--- src/rtl/ddrca_pkg.sv ---
package ddrca_pkg;

   typedef enum logic [3:0] {
      CMD_NOP      = 4'd0,
      CMD_READ     = 4'd1,
      CMD_WRITE    = 4'd2,
      CMD_ACT      = 4'd3,
      CMD_PRE_ONE  = 4'd4,
      CMD_PRE_ALL  = 4'd5,
      CMD_BST      = 4'd6,
      CMD_REF_ALL  = 4'd7,
      CMD_REF_BANK = 4'd8,
      CMD_MRR      = 4'd9,
      CMD_MRW      = 4'd10,
      CMD_REJECT   = 4'd11
   } cmd_e;

   typedef enum logic [2:0] {
      PWR_IDLE     = 3'd0,
      PWR_ACTIVE   = 3'd1,
      PWR_PD_IDLE  = 3'd2,
      PWR_PD_ACT   = 3'd3,
      PWR_SELF_REF = 3'd4,
      PWR_DEEP     = 3'd5
   } pwr_e;

endpackage

--- src/rtl/ddrca_capture.sv ---
module ddrca_capture #(
   parameter int CA_W = 10
) (
   input  logic            clk,
   input  logic            rst_n,
   input  logic            cs_n,
   input  logic            cke,
   input  logic [CA_W-1:0] ca,
   output logic [CA_W-1:0] rise_q,
   output logic [CA_W-1:0] fall_q,
   output logic            cs_q,
   output logic            cke_q
);

   // first half of the command, chip select and clock enable on the rising edge
   always_ff @(posedge clk or negedge rst_n) begin
      if (!rst_n) begin
         rise_q <= '1;
         cs_q   <= 1'b1;
         cke_q  <= 1'b1;
      end else begin
         rise_q <= ca;
         cs_q   <= cs_n;
         cke_q  <= cke;
      end
   end

   // second half on the falling edge of the same cycle
   always_ff @(negedge clk or negedge rst_n) begin
      if (!rst_n) fall_q <= '0;
      else        fall_q <= ca;
   end

endmodule

--- src/rtl/ddrca_decode.sv ---
module ddrca_decode
   import ddrca_pkg::*;
#(
   parameter int CA_W   = 10,
   parameter int BANK_W = 3,
   parameter int ROW_W  = 15,
   parameter int COL_W  = 12,
   parameter int MR_W   = 8
) (
   input  logic              cs_n,
   input  logic              four_bank,
   input  logic [CA_W-1:0]   rise,
   input  logic [CA_W-1:0]   fall,
   output cmd_e              cmd,
   output logic [BANK_W-1:0] bank,
   output logic [ROW_W-1:0]  row,
   output logic [COL_W-1:0]  col,
   output logic              ap,
   output logic [MR_W-1:0]   mr_addr,
   output logic [MR_W-1:0]   mr_data
);

   logic ras, cas, we;
   assign ras = rise[0];
   assign cas = rise[1];
   assign we  = rise[2];

   always_comb begin
      cmd = CMD_NOP;
      if (!cs_n) begin
         casez ({ras, cas, we})
            3'b111:  cmd = CMD_NOP;
            3'b110:  cmd = rise[3] ? (rise[4] ? CMD_PRE_ALL : CMD_PRE_ONE) : CMD_BST;
            3'b101:  cmd = CMD_READ;
            3'b100:  cmd = CMD_WRITE;
            3'b01?:  cmd = CMD_ACT;
            3'b001:  cmd = rise[3] ? CMD_REF_ALL : (four_bank ? CMD_REJECT : CMD_REF_BANK);
            default: cmd = rise[3] ? CMD_MRR : CMD_MRW;
         endcase
      end
   end

   // bank field: the top bit is dropped on four-bank parts
   generate
      if (BANK_W == 3) begin : g_bank8
         assign bank = four_bank ? {1'b0, rise[8:7]} : rise[9:7];
      end else begin : g_bank4
         assign bank = rise[8:7];
      end
   endgenerate

   assign row     = {fall[9:8], rise[6:2], fall[7:0]};
   assign col     = {fall[9:1], rise[6:5], 1'b0};
   assign ap      = fall[0];
   assign mr_addr = {fall[1:0], rise[9:4]};
   assign mr_data = fall[9:2];

endmodule

--- src/rtl/ddrca_pwr_fsm.sv ---
module ddrca_pwr_fsm
   import ddrca_pkg::*;
#(
   parameter int BANK_W = 3
) (
   input  logic              clk,
   input  logic              rst_n,
   input  logic              cke_s,
   input  cmd_e              cmd,
   input  logic [BANK_W-1:0] bank,
   input  logic              ap,
   output logic              accept,
   output pwr_e              state
);

   localparam int NB = 1 << BANK_W;

   logic [NB-1:0] open_q, open_nx;
   pwr_e          state_nx;
   logic          normal;

   assign normal = (state == PWR_IDLE) || (state == PWR_ACTIVE);
   assign accept = normal && cke_s;

   generate
      for (genvar b = 0; b < NB; b++) begin : g_bank
         logic hit, set_b, clr_b;
         assign hit   = (bank == BANK_W'(b));
         assign set_b = accept && (cmd == CMD_ACT) && hit;
         assign clr_b = accept && ((cmd == CMD_PRE_ALL) ||
                        (hit && (cmd == CMD_PRE_ONE)) ||
                        (hit && ap && ((cmd == CMD_READ) || (cmd == CMD_WRITE))));
         assign open_nx[b] = set_b | (open_q[b] & ~clr_b);
      end
   endgenerate

   always_comb begin
      state_nx = state;
      unique case (state)
         PWR_IDLE, PWR_ACTIVE: begin
            if (!cke_s) begin
               if ((cmd == CMD_REF_ALL) || (cmd == CMD_REF_BANK) || (cmd == CMD_REJECT))
                  state_nx = PWR_SELF_REF;
               else if (cmd == CMD_BST)
                  state_nx = PWR_DEEP;
               else
                  state_nx = (|open_q) ? PWR_PD_ACT : PWR_PD_IDLE;
            end else begin
               state_nx = (|open_nx) ? PWR_ACTIVE : PWR_IDLE;
            end
         end
         PWR_PD_IDLE, PWR_PD_ACT, PWR_SELF_REF: begin
            if (cke_s) state_nx = (|open_q) ? PWR_ACTIVE : PWR_IDLE;
         end
         default: state_nx = PWR_DEEP;
      endcase
   end

   always_ff @(posedge clk or negedge rst_n) begin
      if (!rst_n) begin
         state  <= PWR_IDLE;
         open_q <= '0;
      end else begin
         state  <= state_nx;
         open_q <= open_nx;
      end
   end

   AST_DEEP_LOCK: assert property (@(posedge clk) disable iff (!rst_n)
      (state == PWR_DEEP) |=> (state == PWR_DEEP));

   AST_PD_EXIT: assert property (@(posedge clk) disable iff (!rst_n)
      (((state == PWR_PD_IDLE) || (state == PWR_PD_ACT) || (state == PWR_SELF_REF)) && cke_s)
      |=> ((state == PWR_IDLE) || (state == PWR_ACTIVE)));

endmodule

--- src/rtl/ddr_ca_decoder.sv ---
module ddr_ca_decoder
   import ddrca_pkg::*;
#(
   parameter int CA_W   = 10,
   parameter int BANK_W = 3,
   parameter int ROW_W  = 15,
   parameter int COL_W  = 12,
   parameter int MR_W   = 8
) (
   input  logic              clk,
   input  logic              rst_n,
   input  logic              cke,
   input  logic              cs_n,
   input  logic [CA_W-1:0]   ca,
   input  logic              four_bank,
   output logic              cmd_valid,
   output logic [3:0]        cmd_code,
   output logic [BANK_W-1:0] bank,
   output logic [ROW_W-1:0]  row,
   output logic [COL_W-1:0]  col,
   output logic              auto_pre,
   output logic [MR_W-1:0]   mr_addr,
   output logic [MR_W-1:0]   mr_data,
   output logic [2:0]        pwr_state
);

   generate
      if (CA_W != 10)                  begin : g_bad_ca   $error("CA_W must be 10");      end
      if (ROW_W != 15)                 begin : g_bad_row  $error("ROW_W must be 15");     end
      if (COL_W != 12)                 begin : g_bad_col  $error("COL_W must be 12");     end
      if (MR_W != 8)                   begin : g_bad_mr   $error("MR_W must be 8");       end
      if (BANK_W < 2 || BANK_W > 3)    begin : g_bad_bank $error("BANK_W must be 2..3");  end
   endgenerate

   logic [CA_W-1:0]   rise_q, fall_q;
   logic              cs_s, cke_s, accept, d_ap;
   cmd_e              d_cmd;
   pwr_e              st;
   logic [BANK_W-1:0] d_bank;
   logic [ROW_W-1:0]  d_row;
   logic [COL_W-1:0]  d_col;
   logic [MR_W-1:0]   d_mra, d_mrd;

   ddrca_capture #(.CA_W(CA_W)) u_cap (
      .clk(clk), .rst_n(rst_n), .cs_n(cs_n), .cke(cke), .ca(ca),
      .rise_q(rise_q), .fall_q(fall_q), .cs_q(cs_s), .cke_q(cke_s)
   );

   ddrca_decode #(.CA_W(CA_W), .BANK_W(BANK_W), .ROW_W(ROW_W), .COL_W(COL_W), .MR_W(MR_W)) u_dec (
      .cs_n(cs_s), .four_bank(four_bank), .rise(rise_q), .fall(fall_q),
      .cmd(d_cmd), .bank(d_bank), .row(d_row), .col(d_col), .ap(d_ap),
      .mr_addr(d_mra), .mr_data(d_mrd)
   );

   ddrca_pwr_fsm #(.BANK_W(BANK_W)) u_pwr (
      .clk(clk), .rst_n(rst_n), .cke_s(cke_s), .cmd(d_cmd), .bank(d_bank),
      .ap(d_ap), .accept(accept), .state(st)
   );

   assign pwr_state = st;

   always_ff @(posedge clk or negedge rst_n) begin
      if (!rst_n) begin
         cmd_valid <= 1'b0;
         cmd_code  <= CMD_NOP;
         bank      <= '0;
         row       <= '0;
         col       <= '0;
         auto_pre  <= 1'b0;
         mr_addr   <= '0;
         mr_data   <= '0;
      end else begin
         cmd_valid <= accept && (d_cmd != CMD_NOP);
         cmd_code  <= accept ? d_cmd : CMD_NOP;
         if (accept && (d_cmd != CMD_NOP)) begin
            bank     <= d_bank;
            row      <= d_row;
            col      <= d_col;
            auto_pre <= d_ap;
            mr_addr  <= d_mra;
            mr_data  <= d_mrd;
         end
      end
   end

   AST_CS_IS_NOP: assert property (@(posedge clk) disable iff (!rst_n)
      cs_s |=> !cmd_valid);

   AST_PD_SILENT: assert property (@(posedge clk) disable iff (!rst_n)
      ((pwr_state == PWR_PD_IDLE) || (pwr_state == PWR_PD_ACT) ||
       (pwr_state == PWR_SELF_REF) || (pwr_state == PWR_DEEP)) |-> !cmd_valid);

   AST_FOUR_BANK: assert property (@(posedge clk) disable iff (!rst_n)
      (four_bank && $stable(four_bank) && cmd_valid) |->
      ((cmd_code != CMD_REF_BANK) && !bank[BANK_W-1]));

endmodule

--- config.mk ---
export PLATFORM = sky130hd
export DESIGN_NAME = ddr_ca_decoder
export DESIGN_NICKNAME = d
export VERILOG_FILES = /design/src/rtl/ddrca_pkg.sv /design/src/rtl/ddrca_capture.sv /design/src/rtl/ddrca_decode.sv /design/src/rtl/ddrca_pwr_fsm.sv /design/src/rtl/ddr_ca_decoder.sv
export SDC_FILE = /design/constraint.sdc
export NUM_CORES = 1
export LEC_CHECK = 0
export CORE_MARGIN = 3
export CORE_UTILIZATION = 45
export CTS_BUF_LIST = sky130_fd_sc_hd__clkbuf_4 sky130_fd_sc_hd__clkbuf_8
export DETAILED_ROUTE_END_ITERATION = 8
export HOLD_SLACK_MARGIN = 0.12
export PLACE_DENSITY = 0.75
export SLEW_MARGIN = 20
export SYNTH_ARGS = -nofsm -noshare
export SYNTH_HDL_FRONTEND = slang
export SYNTH_SLANG_ARGS = --single-unit
--- constraint.sdc ---
create_clock -name clk -period 2.5 [get_ports clk]
set_input_delay 0.75 -clock clk [delete_from_list [all_inputs] [get_ports clk]]
set_output_delay 0.75 -clock clk [all_outputs]
set_load 0.05 [all_outputs]
==> flow_summary_export.csv <==
group,metric,value,unit
pwr,netSwitchingFraction,20.5,%
floorplan,core_region_area,5570,sq um
pwr,power,0.00215,W
flow_run,max_cap_violations,0,
setup_path,critical-path-top-cell-by-count,"sky130_fd_sc_hd__o211ai_1",
sta,slew_violations,0,
placed_design,placedCellCount,342,
pwr,cellLeakagePower,1.52,nW
clock_tree,insertion_delay,330,ps
global_route,global_route.usage.met1,23.8,%
setup_path,cp_num_buf_inv,0,
setup_path,crit_path_end_kind,"flop",
setup_path,arrival_time_worst_endpoint,3200,ps
synthesis,synth.most_common_cell,"sky130_fd_sc_hd__dfrtp_1",
clock_tree,numCtsBuffers,9,
finish,areaGrowthSynthToFinish,38.3,%
clock_tree,cts-root-buf,"sky130_fd_sc_hd__clkbuf_8",
global_route,grt_pass1_vias,2003,
sta,worstMarginPinSlew,542,ps
clock_tree,htreeDepth,3,
sta,worst_clock_skew,12.8,ps
floorplan,initial_core_util,46.8,%
routing,dr_total_vias,1905,
routing,postRouteWirelength,5.64,mm
sta,finalWorstSetupSlack,-506,ps
synthesis,synth.avg_cell_area,12.1,sq um
placed_design,instance_area_after_placement,3330,sq um
floorplan,chipWidth,82.2,um
pwr,p_per_area,596,nW/um^2
pwr,p_int,0.00171,W
sta,max_slew_margin,63.8,%
synthesis,cell_variety_after_synth,50,
synthesis,ys_ff_latch,57,
worst_hold_path,min_path_type,"input port to async pin",
synthesis,synth.net_count,231,
setup_path,critical_path.slowest_cell,"sky130_fd_sc_hd__dfrtn_1",
global_route,antenna_found_initial,0,
routing,drt_drc_violations_left,0,
placed_design,dp_hpwl,4.02,mm
finish,post-route-cell-area,3610,sq um
synthesis,synth_largest_area_cell,"sky130_fd_sc_hd__dfrtp_1",
finish,antennaDiodeCount,0,
synthesis,synth_ff_type,"sky130_fd_sc_hd__dfrtp_1",
global_route,busiest_layer,"met2",
run_status,run_status,"finished with violations",
setup_path,crit_path_category,"flop to flop",
synthesis,synth_largest_type_area_fraction,33.6,%
sta,rsz0062_at_grt,"yes",
floorplan,count_of_pins_on_the_block_boundary,70,
synthesis,edff_count_synth,0,
pwr,clock_power_share,49.0,%
clock_tree,tritoncts_num_sinks,57,
pwr,power.combinational.fraction,5.7,%
finish,fillers,429,
synthesis,netlist_area,2610,sq um
sta,finalSetupViolations,9,
finish,drive_above_1_share,31.4,%
setup_path,cp_max_fo,7,
floorplan,height_of_the_die,82.2,um
global_route,grt_start_max_net_pins,21,
routing,routed_len_inst,15.7,um
clock_tree,cts_hold_bufs,0,
pwr,netSwitchingPower,0.000440,W
synthesis,synth.area.mux_share,9.16,%
floorplan,rows,27,
clock_tree,ctsLongestPathBuffers,2,
placed_design,gp_routability_congestion,0.863,
finish,finalNetCount,297,
global_route,global_route.usage.met3,6.72,%
placed_design,preCtsSetupSlack,-504,ps
synthesis,largest_family_of_logic_cells_by_synthesized_area,"compound AO/OA/AOI/OAI gates",
synthesis,synth_seq_area_share,55.2,%
synthesis,synthTopCellsByArea,"sky130_fd_sc_hd__dfrtp_1 34%, sky130_fd_sc_hd__dfstp_2 12%, sky130_fd_sc_hd__dfrtn_1 9.6%",
global_route,m2_gr_usage,28.4,%
routing,dr.pass1.iters,4,
pwr,vdd_ir_drop_max,0.361,mV
synthesis,post_synth_xor_area_fraction,0,%
global_route,global_route.overflow_total,0,
synthesis,post_synth_and_or_nand_nor_area_fraction,11.3,%
synthesis,ys.warnings.count,0,
setup_path,worstPathCellList,"nor2b_4 -> o211ai_1 -> a21oi_1 -> o21a_2 -> o211ai_1 -> a21o_1 -> a22oi_1 -> a41oi_1",
synthesis,syn-instance-count,216,
sta,final_hold_viol_count,0,
routing,drt_iter0_drc,221,
finish,stdcell_count,359,
setup_path,stage_delay_of_the_slowest_cell_on_the_critical_path,410,ps
setup_path,critical_path.top_delay_family,"compound AO/OA/AOI/OAI gates",
routing,routed_via_density,5.31,
setup_path,startpoint_types,"flop",
synthesis,synth_area_in_adders,0,%
setup_path,timing.critical_path.required,2700,ps
floorplan,die_area,6750,sq um
pwr,seq_power_share,45.3,%
synthesis,synthTopCellsByCount,"35 x sky130_fd_sc_hd__dfrtp_1, 29 x sky130_fd_sc_hd__buf_4, 19 x sky130_fd_sc_hd__mux2_2",
routing,ant_nets,0,
global_route,global_route.usage.total,18.8,%
global_route,grt_first_pass_wirelength,9.39,mm
synthesis,async_s_r_ff_share_synth,100,%
placed_design,placement.io_buffers,68,
clock_tree,path_clk_slew,60,ps
run_status,failed_checks,"setup timing",
synthesis,synth_compound_area_share,14.0,%
clock_tree,cts_tree,"done",
## final timing paths
kind                                       from  cells past startpoint  slack, ps               to
max in group asynchronous                 rst_n                      2        710  u_cap.fall_q[0]
worst max-delay path            u_cap.fall_q[0]                      8       -510   u_pwr.state[0]
worst min register to register       mr_addr[5]                      1        510       mr_addr[5]
min in group clk                     mr_addr[5]                      1        510       mr_addr[5]
worst min-delay path                      rst_n                      1        250        cmd_valid
worst max register to register  u_cap.fall_q[0]                      8       -510   u_pwr.state[0]
## area by class of cell
type                       instances  area (sq um)  area share [%]
timing repair buffer              91           873            24.2
inverter                           2          7.51           0.208
clock buffer                      11           145            4.02
tap                               72          90.1            2.50
clock inverter                     5           103            2.84
multi-input combinational        121           948            26.3
sequential                        57          1440            39.9
## metrics by stage
stage                     utilization [%]  TNS, ps  hold WS, ps
after floorplan                         -    -1400          454
after global placement               59.8    -4490          489
after detailed placement             59.8    -5170          501
after CTS                            64.3    -2210          239
after global routing                 64.7    -3200          236
final                                64.7    -2540          253
## registers in the layout, summed over array words and instances, names as in the netlist, 3 cells and up
signal / count
u_cap.rise_q: 10
cmd_code: 4
u_pwr.state: 3
u_cap.fall_q: 10
bank: 3
row: 14
u_pwr.open_q: 8
## power by group through the flow
stage                     clock (W)  sequential, W  combinational [W]
after floorplan                   0       0.000974          0.0000579
after global placement            0       0.000987           0.000117
after detailed placement          0       0.000988           0.000119
after CTS                   0.00108       0.000973           0.000121
after global routing        0.00112       0.000976           0.000134
final                       0.00105       0.000973           0.000122
## layout by cell type (no fill, tap or decap), types with 2 or more instances in the layout
cell type and instances:
sky130_fd_sc_hd__nand2_1 12, sky130_fd_sc_hd__dfrtp_1 35, sky130_fd_sc_hd__nand2b_1 2, sky130_fd_sc_hd__inv_1 2
sky130_fd_sc_hd__a21o_1 4, sky130_fd_sc_hd__a22oi_1 2, sky130_fd_sc_hd__o21ai_2 2, sky130_fd_sc_hd__o21a_1 2
sky130_fd_sc_hd__a22o_1 2, sky130_fd_sc_hd__dfstp_2 12, sky130_fd_sc_hd__mux2_2 19, sky130_fd_sc_hd__buf_4 21
sky130_fd_sc_hd__clkbuf_8 10, sky130_fd_sc_hd__dfrtn_1 10, sky130_fd_sc_hd__a21oi_1 5, sky130_fd_sc_hd__nor3_1 3
sky130_fd_sc_hd__a211oi_2 2, sky130_fd_sc_hd__nand4bb_1 2, sky130_fd_sc_hd__o21ai_1 4, sky130_fd_sc_hd__and3_1 3
sky130_fd_sc_hd__o211ai_1 7, sky130_fd_sc_hd__nor4_1 2, sky130_fd_sc_hd__o21ai_0 3, sky130_fd_sc_hd__nand3_1 6
sky130_fd_sc_hd__a31o_2 3, sky130_fd_sc_hd__nor2b_1 3, sky130_fd_sc_hd__bufinv_16 3, sky130_fd_sc_hd__clkdlybuf4s50_1 67
sky130_fd_sc_hd__buf_12 2, sky130_fd_sc_hd__nor2_1 9
## timing repair
| item | CTS | global route |
|---|---|---|
| setup endpoints to repair | 9 | 9 |
| pin swaps | 2 | 3 |
| resized for setup | 3 | 3 |
| buffers inserted | 0 | 1 |
## cell families (layout without fill, tap and decap cells)
group,after synthesis,count (layout)
compound gates,48,48
buf+inv,38,109
flops,57,57
mux,21,21
other cells,1,1
simple gates,51,51
## layer usage
layer,share of wire (%),up-vias
met5,0,-
met3,7.4,10
met4,1.4,0
li1,-,882
met1,42,933
met2,49,80
Power figures use the tool's default switching activity.
